File: config.mk
export PLATFORM = sky130hd
export DESIGN_NAME = cfi_geom_probe
export DESIGN_NICKNAME = d
export VERILOG_FILES = /design/src/rtl/cfi_probe_pkg.sv /design/src/rtl/cfi_bus_cycle.sv /design/src/rtl/cfi_region_map.sv /design/src/rtl/cfi_geom_probe.sv
export SDC_FILE = /design/constraint.sdc
export NUM_CORES = 2
export LEC_CHECK = 0
export ABC_AREA = 0
export BUFFER_PORTS_ARGS = -buffer_cell sky130_fd_sc_hd__buf_2
export CAP_MARGIN = 5
export CORE_MARGIN = 8
export CORE_UTILIZATION = 40
export CTS_CLUSTER_SIZE = 12
export DETAILED_ROUTE_END_ITERATION = 10
export MAX_ROUTING_LAYER = met4
export SYNTH_ARGS = -nofsm -noshare
export SYNTH_HDL_FRONTEND = slang
export SYNTH_SLANG_ARGS = --single-unit
File: constraint.sdc
create_clock -name clk -period 12.9 [get_ports clk]
set_input_delay 1.29 -clock clk [delete_from_list [all_inputs] [get_ports clk]]
set_output_delay 1.29 -clock clk [all_outputs]
set_load 0.005 [all_outputs]
File: src/rtl/cfi_probe_pkg.sv
package cfi_probe_pkg;

    typedef enum logic [2:0] {
        ST_IDLE,
        ST_ENTER,
        ST_READ,
        ST_EXIT,
        ST_NEXT
    } probe_state_t;

    localparam logic [7:0] CMD_QUERY  = 8'h98;
    localparam logic [7:0] CMD_ARRAY  = 8'hFF;
    localparam logic [7:0] QRY_PORT   = 8'h55;
    localparam logic [7:0] OFF_SIG    = 8'h10;
    localparam logic [7:0] OFF_CMDSET = 8'h13;
    localparam logic [7:0] OFF_DEVSZ  = 8'h27;
    localparam logic [7:0] OFF_WBUF   = 8'h2A;
    localparam logic [7:0] OFF_NREG   = 8'h2C;
    localparam logic [7:0] OFF_DESC   = 8'h2D;
    localparam logic [7:0] FIXED_STEPS = 8'd7;

    // table offset fetched at a given step of the probe
    function automatic logic [7:0] step_offset(input logic [7:0] s);
        if (s < 8'd3)       return OFF_SIG + s;
        else if (s == 8'd3) return OFF_CMDSET;
        else if (s == 8'd4) return OFF_DEVSZ;
        else if (s == 8'd5) return OFF_WBUF;
        else if (s == 8'd6) return OFF_NREG;
        else                return OFF_DESC + (s - FIXED_STEPS);
    endfunction

    // expected signature character for steps 0..2
    function automatic logic [7:0] sig_char(input logic [7:0] s);
        if (s == 8'd0)      return 8'h51;
        else if (s == 8'd1) return 8'h52;
        else                return 8'h59;
    endfunction

endpackage

File: src/rtl/cfi_bus_cycle.sv
module cfi_bus_cycle #(
    parameter int ADDR_W   = 16,
    parameter int WAIT_CYC = 3
) (
    input  logic              clk,
    input  logic              rst_n,
    input  logic              req_i,
    input  logic              wr_i,
    input  logic [ADDR_W-1:0] addr_i,
    input  logic [7:0]        wdata_i,
    output logic              ack_o,
    output logic [7:0]        rdata_o,
    output logic [ADDR_W-1:0] fl_addr_o,
    output logic [7:0]        fl_wdata_o,
    output logic              fl_we_o,
    output logic              fl_re_o,
    input  logic [7:0]        fl_rdata_i
);
    localparam int CNT_W = $clog2(WAIT_CYC + 1);
    localparam logic [CNT_W-1:0] LAST = CNT_W'(WAIT_CYC - 1);

    logic             busy_q;
    logic             wr_q;
    logic [CNT_W-1:0] cnt_q;

    always_ff @(posedge clk or negedge rst_n) begin
        if (!rst_n) begin
            busy_q     <= 1'b0;
            wr_q       <= 1'b0;
            cnt_q      <= '0;
            ack_o      <= 1'b0;
            rdata_o    <= '0;
            fl_addr_o  <= '0;
            fl_wdata_o <= '0;
        end else begin
            ack_o <= 1'b0;
            if (!busy_q) begin
                if (req_i) begin
                    busy_q     <= 1'b1;
                    wr_q       <= wr_i;
                    cnt_q      <= '0;
                    fl_addr_o  <= addr_i;
                    fl_wdata_o <= wdata_i;
                end
            end else if (cnt_q == LAST) begin
                busy_q <= 1'b0;
                ack_o  <= 1'b1;
                if (!wr_q) rdata_o <= fl_rdata_i;
            end else begin
                cnt_q <= cnt_q + 1'b1;
            end
        end
    end

    assign fl_we_o = busy_q & wr_q;
    assign fl_re_o = busy_q & ~wr_q;

    // a new request is only accepted from idle; the controller must never queue one
    p_req_idle_r1: assert property (@(posedge clk) disable iff (!rst_n)
        req_i |-> !busy_q);

endmodule

File: src/rtl/cfi_region_map.sv
module cfi_region_map #(
    parameter int NREG  = 4,
    parameter int MAP_W = 32,
    parameter int CNT_W = 3
) (
    input  logic [NREG-1:0][31:0]      desc_i,
    input  logic [CNT_W-1:0]           nreg_i,
    output logic [NREG-1:0][MAP_W-1:0] blk_size_o,
    output logic [NREG-1:0][MAP_W-1:0] blk_cnt_o,
    output logic [NREG-1:0][MAP_W-1:0] start_o,
    output logic [NREG-1:0][MAP_W-1:0] end_o
);
    logic [NREG-1:0][MAP_W-1:0] chain_start;
    logic [NREG-1:0][MAP_W-1:0] chain_end;
    logic [NREG-1:0][MAP_W-1:0] bsz;
    logic [NREG-1:0][MAP_W-1:0] bcnt;

    for (genvar r = 0; r < NREG; r++) begin : g_reg
        localparam logic [CNT_W-1:0] RIDX = CNT_W'(r);
        logic active;
        assign active  = RIDX < nreg_i;
        assign bsz[r]  = MAP_W'({desc_i[r][31:16], 8'h00});
        assign bcnt[r] = MAP_W'(desc_i[r][15:0]) + MAP_W'(1);
        if (r == 0) begin : g_first
            assign chain_start[r] = '0;
        end else begin : g_rest
            assign chain_start[r] = chain_end[r-1];
        end
        assign chain_end[r]  = chain_start[r] + bsz[r] * bcnt[r];
        assign blk_size_o[r] = active ? bsz[r]         : '0;
        assign blk_cnt_o[r]  = active ? bcnt[r]        : '0;
        assign start_o[r]    = active ? chain_start[r] : '0;
        assign end_o[r]      = active ? chain_end[r]   : '0;
    end

endmodule

File: src/rtl/cfi_geom_probe.sv
module cfi_geom_probe
    import cfi_probe_pkg::*;
#(
    parameter int NREG     = 4,
    parameter int ADDR_W   = 16,
    parameter int WAIT_CYC = 3,
    parameter int BYTE_BUS = 1,
    parameter int MAP_W    = 32,
    localparam int CNT_W   = $clog2(NREG + 1)
) (
    input  logic                       clk,
    input  logic                       rst_n,
    input  logic                       start_i,
    output logic                       done_o,
    output logic                       err_o,
    output logic [ADDR_W-1:0]          fl_addr_o,
    output logic [7:0]                 fl_wdata_o,
    output logic                       fl_we_o,
    output logic                       fl_re_o,
    input  logic [7:0]                 fl_rdata_i,
    output logic [7:0]                 cmdset_o,
    output logic [MAP_W-1:0]           dev_size_o,
    output logic [MAP_W-1:0]           wbuf_size_o,
    output logic [CNT_W-1:0]           region_cnt_o,
    output logic [NREG-1:0][MAP_W-1:0] blk_size_o,
    output logic [NREG-1:0][MAP_W-1:0] blk_cnt_o,
    output logic [NREG-1:0][MAP_W-1:0] region_start_o,
    output logic [NREG-1:0][MAP_W-1:0] region_end_o
);
    probe_state_t state_q, state_d;

    logic                  req_q, wr_q, bus_ack;
    logic [7:0]            off_q, wdata_q, bus_rd, rx_q, step_q, idx;
    logic [ADDR_W-1:0]     bus_addr;
    logic [NREG-1:0][31:0] desc_q;
    logic [CNT_W-1:0]      nreg_clamp;
    logic                  sig_bad, last_step;

    // offset-to-address mapping picked by bus width
    if (BYTE_BUS != 0) begin : g_byte_bus
        assign bus_addr = ADDR_W'({off_q, 1'b0});
    end else begin : g_word_bus
        assign bus_addr = ADDR_W'(off_q);
    end

    cfi_bus_cycle #(.ADDR_W(ADDR_W), .WAIT_CYC(WAIT_CYC)) u_bus (
        .clk(clk), .rst_n(rst_n),
        .req_i(req_q), .wr_i(wr_q), .addr_i(bus_addr), .wdata_i(wdata_q),
        .ack_o(bus_ack), .rdata_o(bus_rd),
        .fl_addr_o(fl_addr_o), .fl_wdata_o(fl_wdata_o),
        .fl_we_o(fl_we_o), .fl_re_o(fl_re_o), .fl_rdata_i(fl_rdata_i)
    );

    cfi_region_map #(.NREG(NREG), .MAP_W(MAP_W), .CNT_W(CNT_W)) u_map (
        .desc_i(desc_q), .nreg_i(region_cnt_o),
        .blk_size_o(blk_size_o), .blk_cnt_o(blk_cnt_o),
        .start_o(region_start_o), .end_o(region_end_o)
    );

    assign idx        = step_q - FIXED_STEPS;
    assign nreg_clamp = (int'(rx_q) > NREG) ? CNT_W'(NREG) : CNT_W'(rx_q);
    assign sig_bad    = (step_q < 8'd3) && (rx_q != sig_char(step_q));
    assign last_step  = (step_q == 8'd6) ? (nreg_clamp == '0)
                      : (step_q == 8'(6 + 4 * int'(region_cnt_o)));

    // state register
    always_ff @(posedge clk or negedge rst_n) begin
        if (!rst_n) state_q <= ST_IDLE;
        else        state_q <= state_d;
    end

    // next-state
    always_comb begin
        state_d = state_q;
        unique case (state_q)
            ST_IDLE:  if (start_i) state_d = ST_ENTER;
            ST_ENTER: if (bus_ack) state_d = ST_READ;
            ST_READ:  if (bus_ack) state_d = ST_EXIT;
            ST_EXIT:  if (bus_ack) state_d = ST_NEXT;
            ST_NEXT:  state_d = (sig_bad || last_step) ? ST_IDLE : ST_ENTER;
            default:  state_d = ST_IDLE;
        endcase
    end

    // outputs, bus requests and captured fields
    always_ff @(posedge clk or negedge rst_n) begin
        if (!rst_n) begin
            req_q <= 1'b0;  wr_q <= 1'b0;  off_q <= '0;  wdata_q <= '0;
            step_q <= '0;   rx_q <= '0;    desc_q <= '0;
            done_o <= 1'b0; err_o <= 1'b0; cmdset_o <= '0;
            dev_size_o <= '0; wbuf_size_o <= '0; region_cnt_o <= '0;
        end else begin
            req_q  <= 1'b0;
            done_o <= 1'b0;
            unique case (state_q)
                ST_IDLE: if (start_i) begin
                    err_o <= 1'b0;  cmdset_o <= '0;  dev_size_o <= '0;
                    wbuf_size_o <= '0; region_cnt_o <= '0; desc_q <= '0;
                    step_q <= '0;
                    req_q <= 1'b1; wr_q <= 1'b1; wdata_q <= CMD_QUERY; off_q <= QRY_PORT;
                end
                ST_ENTER: if (bus_ack) begin
                    req_q <= 1'b1; wr_q <= 1'b0; off_q <= step_offset(step_q);
                end
                ST_READ: if (bus_ack) begin
                    rx_q  <= bus_rd;
                    req_q <= 1'b1; wr_q <= 1'b1; wdata_q <= CMD_ARRAY; off_q <= QRY_PORT;
                end
                ST_EXIT: ;
                ST_NEXT: begin
                    if (step_q == 8'd3) cmdset_o     <= rx_q;
                    if (step_q == 8'd4) dev_size_o   <= MAP_W'(1) << rx_q;
                    if (step_q == 8'd5) wbuf_size_o  <= MAP_W'(1) << rx_q;
                    if (step_q == 8'd6) region_cnt_o <= nreg_clamp;
                    for (int r = 0; r < NREG; r++)
                        if (step_q >= FIXED_STEPS && int'(idx[7:2]) == r)
                            desc_q[r][{idx[1:0], 3'b000} +: 8] <= rx_q;
                    if (sig_bad) begin
                        err_o <= 1'b1;
                    end else if (last_step) begin
                        done_o <= 1'b1;
                    end else begin
                        step_q <= step_q + 8'd1;
                        req_q <= 1'b1; wr_q <= 1'b1; wdata_q <= CMD_QUERY; off_q <= QRY_PORT;
                    end
                end
                default: ;
            endcase
        end
    end

    // ---------------- assertions ----------------
    logic [7:0] last_cmd_q;
    always_ff @(posedge clk or negedge rst_n) begin
        if (!rst_n)       last_cmd_q <= CMD_ARRAY;
        else if (fl_we_o) last_cmd_q <= fl_wdata_o;
    end

    p_strobe_excl_r1: assert property (@(posedge clk) disable iff (!rst_n)
        !(fl_we_o && fl_re_o));
    p_cmd_value_r1: assert property (@(posedge clk) disable iff (!rst_n)
        fl_we_o |-> (fl_wdata_o == CMD_QUERY || fl_wdata_o == CMD_ARRAY));
    p_read_in_query_r1: assert property (@(posedge clk) disable iff (!rst_n)
        fl_re_o |-> last_cmd_q == CMD_QUERY);
    p_array_at_end_r1: assert property (@(posedge clk) disable iff (!rst_n)
        (done_o || $rose(err_o)) |-> last_cmd_q == CMD_ARRAY);
    p_quiet_after_err_r2: assert property (@(posedge clk) disable iff (!rst_n)
        err_o |-> !fl_we_o && !fl_re_o);
    p_clamp_r5: assert property (@(posedge clk) disable iff (!rst_n)
        int'(region_cnt_o) <= NREG);
    p_done_pulse_r8: assert property (@(posedge clk) disable iff (!rst_n)
        done_o |=> !done_o);
    p_done_no_err_r8: assert property (@(posedge clk) disable iff (!rst_n)
        !(done_o && err_o));

endmodule

# --- After elaboration in Yosys (flattened, before gate mapping) ---
# Cells that the tools add are included.
word_totals:
  ff_bits: 271
  inputBits: 11
  out_inout_bits: 615
  word_cells: 209
op_classes:
  add_sub_neg: 14
  multipliers: 4
  n_lt_le_gt_ge: 7
  n_eq_ne: 31
  shifts: 3
  mux: 90
  bitwise_logic: 4
  reduce_logical: 32
op_table:
  columns: ["cell", "count"]
  rows:
  - ["$mux W32", 18]
  - ["$pmux W128 S2", 1]
  - ["$mux W8", 19]
  - ["$bwmux W32", 4]
  - ["$mul A16 B32 Y24", 4]
  - ["$mux W128", 1]
  - ["$pmux W32 S2", 2]
  - ["$add A32 B32 Y32", 3]
  - ["$mux W24", 4]
  - ["$add A16 B1 Y17 const B", 4]
  - ["$pmux W8 S2", 2]
  - ["$pmux W8 S4", 1]
  - ["$shift A8 B7 Y32 const A", 1]
  - ["$shiftx A8 B7 Y32", 1]
  - ["$shl A1 B8 Y32 const A", 1]
  - ["$reduce_and A3 Y1", 10]
  - ["$ne A2 B2 Y1 const B", 13]
  - ["$eq A8 B3 Y1 const B", 3]
  - ["$pmux W8 S3", 1]
  - ["$mux W1", 21]
  - ["$mux W3", 7]
  - ["$pmux W3 S5", 1]
  - ["$eq A6 B3 Y1 const B", 2]
  - ["$add A5 B8 Y8 const A", 1]
  - ["other kinds (42)", 60]

# --- Longest topological paths before layout ---
depth:
  word_depth: 9
  depth_mapped: 51

# --- Hierarchy ---
# Synthesis repeated with hierarchy kept, for this count alone.
hier_totals:
  hier_cells: 5519
  area_unflattened_um2: 48416.4
modules_own_cells:
  columns: ["module", "instances", "cells_per_inst", "area_per_inst_um2", "seq_area_each_um2"]
  rows:
  - ["cfi_region_map", 1, 4534, 36334.8, 0.0]
  - ["cfi_geom_probe", 1, 896, 10532.6, 5905.7]
  - ["cfi_bus_cycle", 1, 89, 1549.0, 925.9]

# --- Worst setup path after synthesis ---
# No wires, ideal clock.
synth_path:
  path_type: "flip-flop to output port"
  from: "reg desc_q[0] (netlist name)"
  to: "out region_end_o[127] (netlist name)"
  t_arrival_ns: 10.058
  path_slack_ns: 1.552
  stages_incl_launch_ff: 47
  path_cell_list: "dfrtp_1 > buf_2 > nand3_2 > or4_4 > nand2_1 > clkbuf_1 > nand2_1 > fa_1 > fa_1 > fa_1 > fa_1 > inv_1 > fa_1 > inv_1 > fa_1 > inv_1 > ha_1 > a21oi_1 > (+11 left out) > inv_1 > ha_1 > nand4_1 > a211o_1 > and3_1 > o21bai_1 > a21oi_1 > o21bai_1 > a21oi_1 > xnor2_1 > ha_1 > or2_2 > a21oi_1 > a31oi_1 > xnor2_1 > xnor2_1 > xnor3_1 > nor2b_1"
synth_rtl:
  columns: ["item", "line", "source"]
  rows:
  - ["start, declared", "cfi_geom_probe.sv:35", "logic [NREG-1:0][31:0] desc_q;"]
  - ["start signal, assigned by index", "cfi_geom_probe.sv:117", "desc_q[r][{idx[1:0], 3'b000} +: 8] <= rx_q;"]
  - ["end, declared", "cfi_geom_probe.sv:28", "output logic [NREG-1:0][MAP_W-1:0] region_end_o"]

==> impl_metrics.tcl <==
set metrics [dict create \
    run_status "complete, no violations" \
    dieArea_um2 130000 \
    async_flop_share_pct 100 \
    vdd_drop_max_mv 0.115 \
    synth_cells 5458 \
    synth_edf_count 0 \
    core_area_um2 118000 \
    yosys.cell_types.count 81 \
    grt_max_degree 103 \
    wl_per_cell_um 20.7 \
    via_per_inst 5.10 \
    final_cell_mix "inv_1 (926), nand2_1 (723), fa_1 (699)" \
    clock.fmax_ghz 0.0807 \
    dp_hpwl_um 121000 \
    setup_viol 0 \
    fin_ws_ns 0.510 \
    fp-row-count 126 \
    slowest_delay_ns 0.54 \
    cts_tree "done" \
    crit_arrival_ns 11.10 \
    min_period_ns 12.39 \
    worstPathRequired_ns 11.61 \
    avgSynthCellArea_um2 8.68 \
    synthFlopType "dfrtp_1" \
    power.leakage_nw 26.7 \
    layout_commonest_cell "inv_1" \
    slew_headroom_pct 11.8 \
    nNetsFinal 6868 \
    dp_slack_ns 0.274 \
    cts-root-buf "clkbuf_16" \
    p_per_area_nw_per_um2 33.3 \
    dr.pass1.iters 5 \
    grt_use_total_pct 23.8 \
    cp_common_cell "fa_1" \
    detail-route-antenna-nets 0 \
    n_fill_cell 11582 \
    synthAdderAreaFrac_pct 38.9 \
    die-height_um 360 \
    start_util_pct 40.2 \
    tightest_slew_ns 1.31 \
    synth_top_family_by_area "adder cells" \
    maxCapViolations 0 \
    fin_crit_sh_pct 96.0 \
    cts_max_level 1 \
    cts.sinks 259 \
    die_width_um 360 \
    via_count 37599 \
    synth_simple_gate_area_share_pct 19.4 \
    antenna_found_initial 10 \
    hold_violations 0 \
    clk_path_buf_depth 3 \
    muxShareOfSynthArea_pct 3.67 \
    synth_area_um2 47400 \
    areaGrowthSynthToFinish_pct 10.4 \
    slowest_stage "fa_1" \
    synth-xor-area-share_pct 5.24 \
    cts.clk_slew.worst_paths_ns 0.06 \
    cp_max_fo 13 \
    finalSetupTns_ns 0 \
    ys_warn_count 0 \
    grt_pass1_vias 40142 \
    drv_slew 0 \
    dr.first_iter.drc_count 2689 \
    ctsHoldBuffers 0 \
    synth-seq-cells 259 \
    cp-start-kind "flop" \
    routed_wl_um 152000 \
    gp_congestion 0.975 \
    clk-insertion-delay-late_ns 0.57 \
    skew_ns 0.0150 \
    synth-compound-area-share_pct 6.30 \
    grt_pass1_wl_um 238000 \
    synth-seq-area-share_pct 13.7 \
    hp-class "reg -> reg" \
    numPortBuffers 405 \
    endpoint_kind "output port" \
    io_pins 626 \
    final_layout_size_suffix_gt1_share_pct 14.8 \
    grt.overflow.total 0 \
    cts_made_buffers 31 \
    critPathKind "reg -> out" \
    drc_errors 0 \
    p_total_mw 1.74 \
]
## cell usage after synthesis (110+ instances only)
master	number	share of area (%)
o21ai_0	110	1.2
ha_1	353	9.3
mux2_2	150	3.6
nor2b_1	168	2.2
nor2_1	258	2.0
and2_1	469	6.2
inv_1	926	7.3
buf_4	226	3.6
clkbuf_1	224	1.8
fa_1	699	30
a21oi_1	119	1.3
dfrtp_1	259	14
nand2_1	725	5.7
xnor2_1	168	3.1
## path summary, 6_finish.rpt
| path | from | endpoint | slack [ns] | depth (start not counted) |
|---|---|---|---|---|
| max | desc_q[4] | region_end_o[127] | 0.51 | 44 |
| max in group asynchronous | rst_n | step_q[6] | 9.69 | 3 |
| min | u_bus.cnt_q[0] | u_bus.cnt_q[0] | 0.46 | 1 |
| min in group asynchronous | rst_n | u_bus.fl_addr_o[7] | 0.72 | 1 |
| max reg2reg | step_q[0] | desc_q[80] | 9.01 | 10 |
| min reg2reg | u_bus.cnt_q[0] | u_bus.cnt_q[0] | 0.46 | 1 |
## logic make-up (layout without fill, tap and decap cells)
logic type                 after synthesis  in the layout
and+or+nand+nor                       1866           1866
other                                    1            231
AOI/OAI and AO/OA                      471            471
buffers and inverters                 1389           1539
muxes                                  155            155
xor gates and xnor gates               265            265
adders and majority gates             1052           1052
DFF                                    259            259
## registers in the layout (all words and copies together), names as in the netlist, 8 cells and up
name,flops
cmdset_o,8
desc_q,128
dev_size_o,32
off_q,8
rx_q,8
step_q,8
u_bus.fl_addr_o,8
u_bus.rdata_o,8
wbuf_size_o,32
## repair_timing
action,in CTS,in global routing
setup buffers,0,23
setup endpoints to repair,3,6
resized for setup,6,89
pin swaps,0,18
## cell type report
| type | count | area, µm² | area share [%] |
|---|---|---|---|
| clock buffers | 37 | 838 | 1.60 |
| clock inverters | 18 | 184 | 0.352 |
| well taps | 1536 | 1920 | 3.68 |
| repair buffers | 558 | 3210 | 6.14 |
| multi-input cells | 4029 | 36100 | 69.1 |
| diodes | 11 | 27.5 | 0.0526 |
| flip-flops and latches | 259 | 6490 | 12.4 |
| inverters | 926 | 3480 | 6.65 |
## through the flow
| step | std cells | area [µm²] | hold WS (ns) | util (%) |
|---|---|---|---|---|
| after global placement | 7285 | 50600 | 0.457 | 43.0 |
| after global routing | 7370 | 52300 | 0.480 | 44.4 |
| after CTS | 7340 | 51700 | 0.469 | 43.9 |
| after detailed placement | 7285 | 50600 | 0.460 | 43.0 |
| final | 7374 | 52300 | 0.463 | 44.4 |
| after floorplan | 5677 | 48200 | 0.433 | - |
## report_power, final
part           internal [mW]  total, mW  switching (mW)
clock                  0.521      0.877           0.356
sequential             0.815      0.819         0.00439
combinational        0.00512     0.0430          0.0379
## worst max-delay path, delay by kind of cell (launching register included)
| family | cells | cell delay (ns) |
|---|---|---|
| and+or+nand+nor | 8 | 1.67 |
| AOI/OAI and AO/OA | 10 | 1.73 |
| DFF | 1 | 0.46 |
| xor gates and xnor gates | 6 | 1.11 |
| buffers and inverters | 10 | 1.11 |
| adders and majority gates | 10 | 4.47 |
## metal layers
metal  share of wire [%]  wire length [µm]  vias to the layer above  GRT usage (%)
met3                 6.4              9720                      261           3.32
met5                   0                 0                        -              -
li1                    -                 -                    17008              -
met1                  43             64800                    19022           30.6
met2                  47             72400                     1308           39.2
met4                 3.6              5530                        0           7.25
Power figures use the tool's default switching activity.
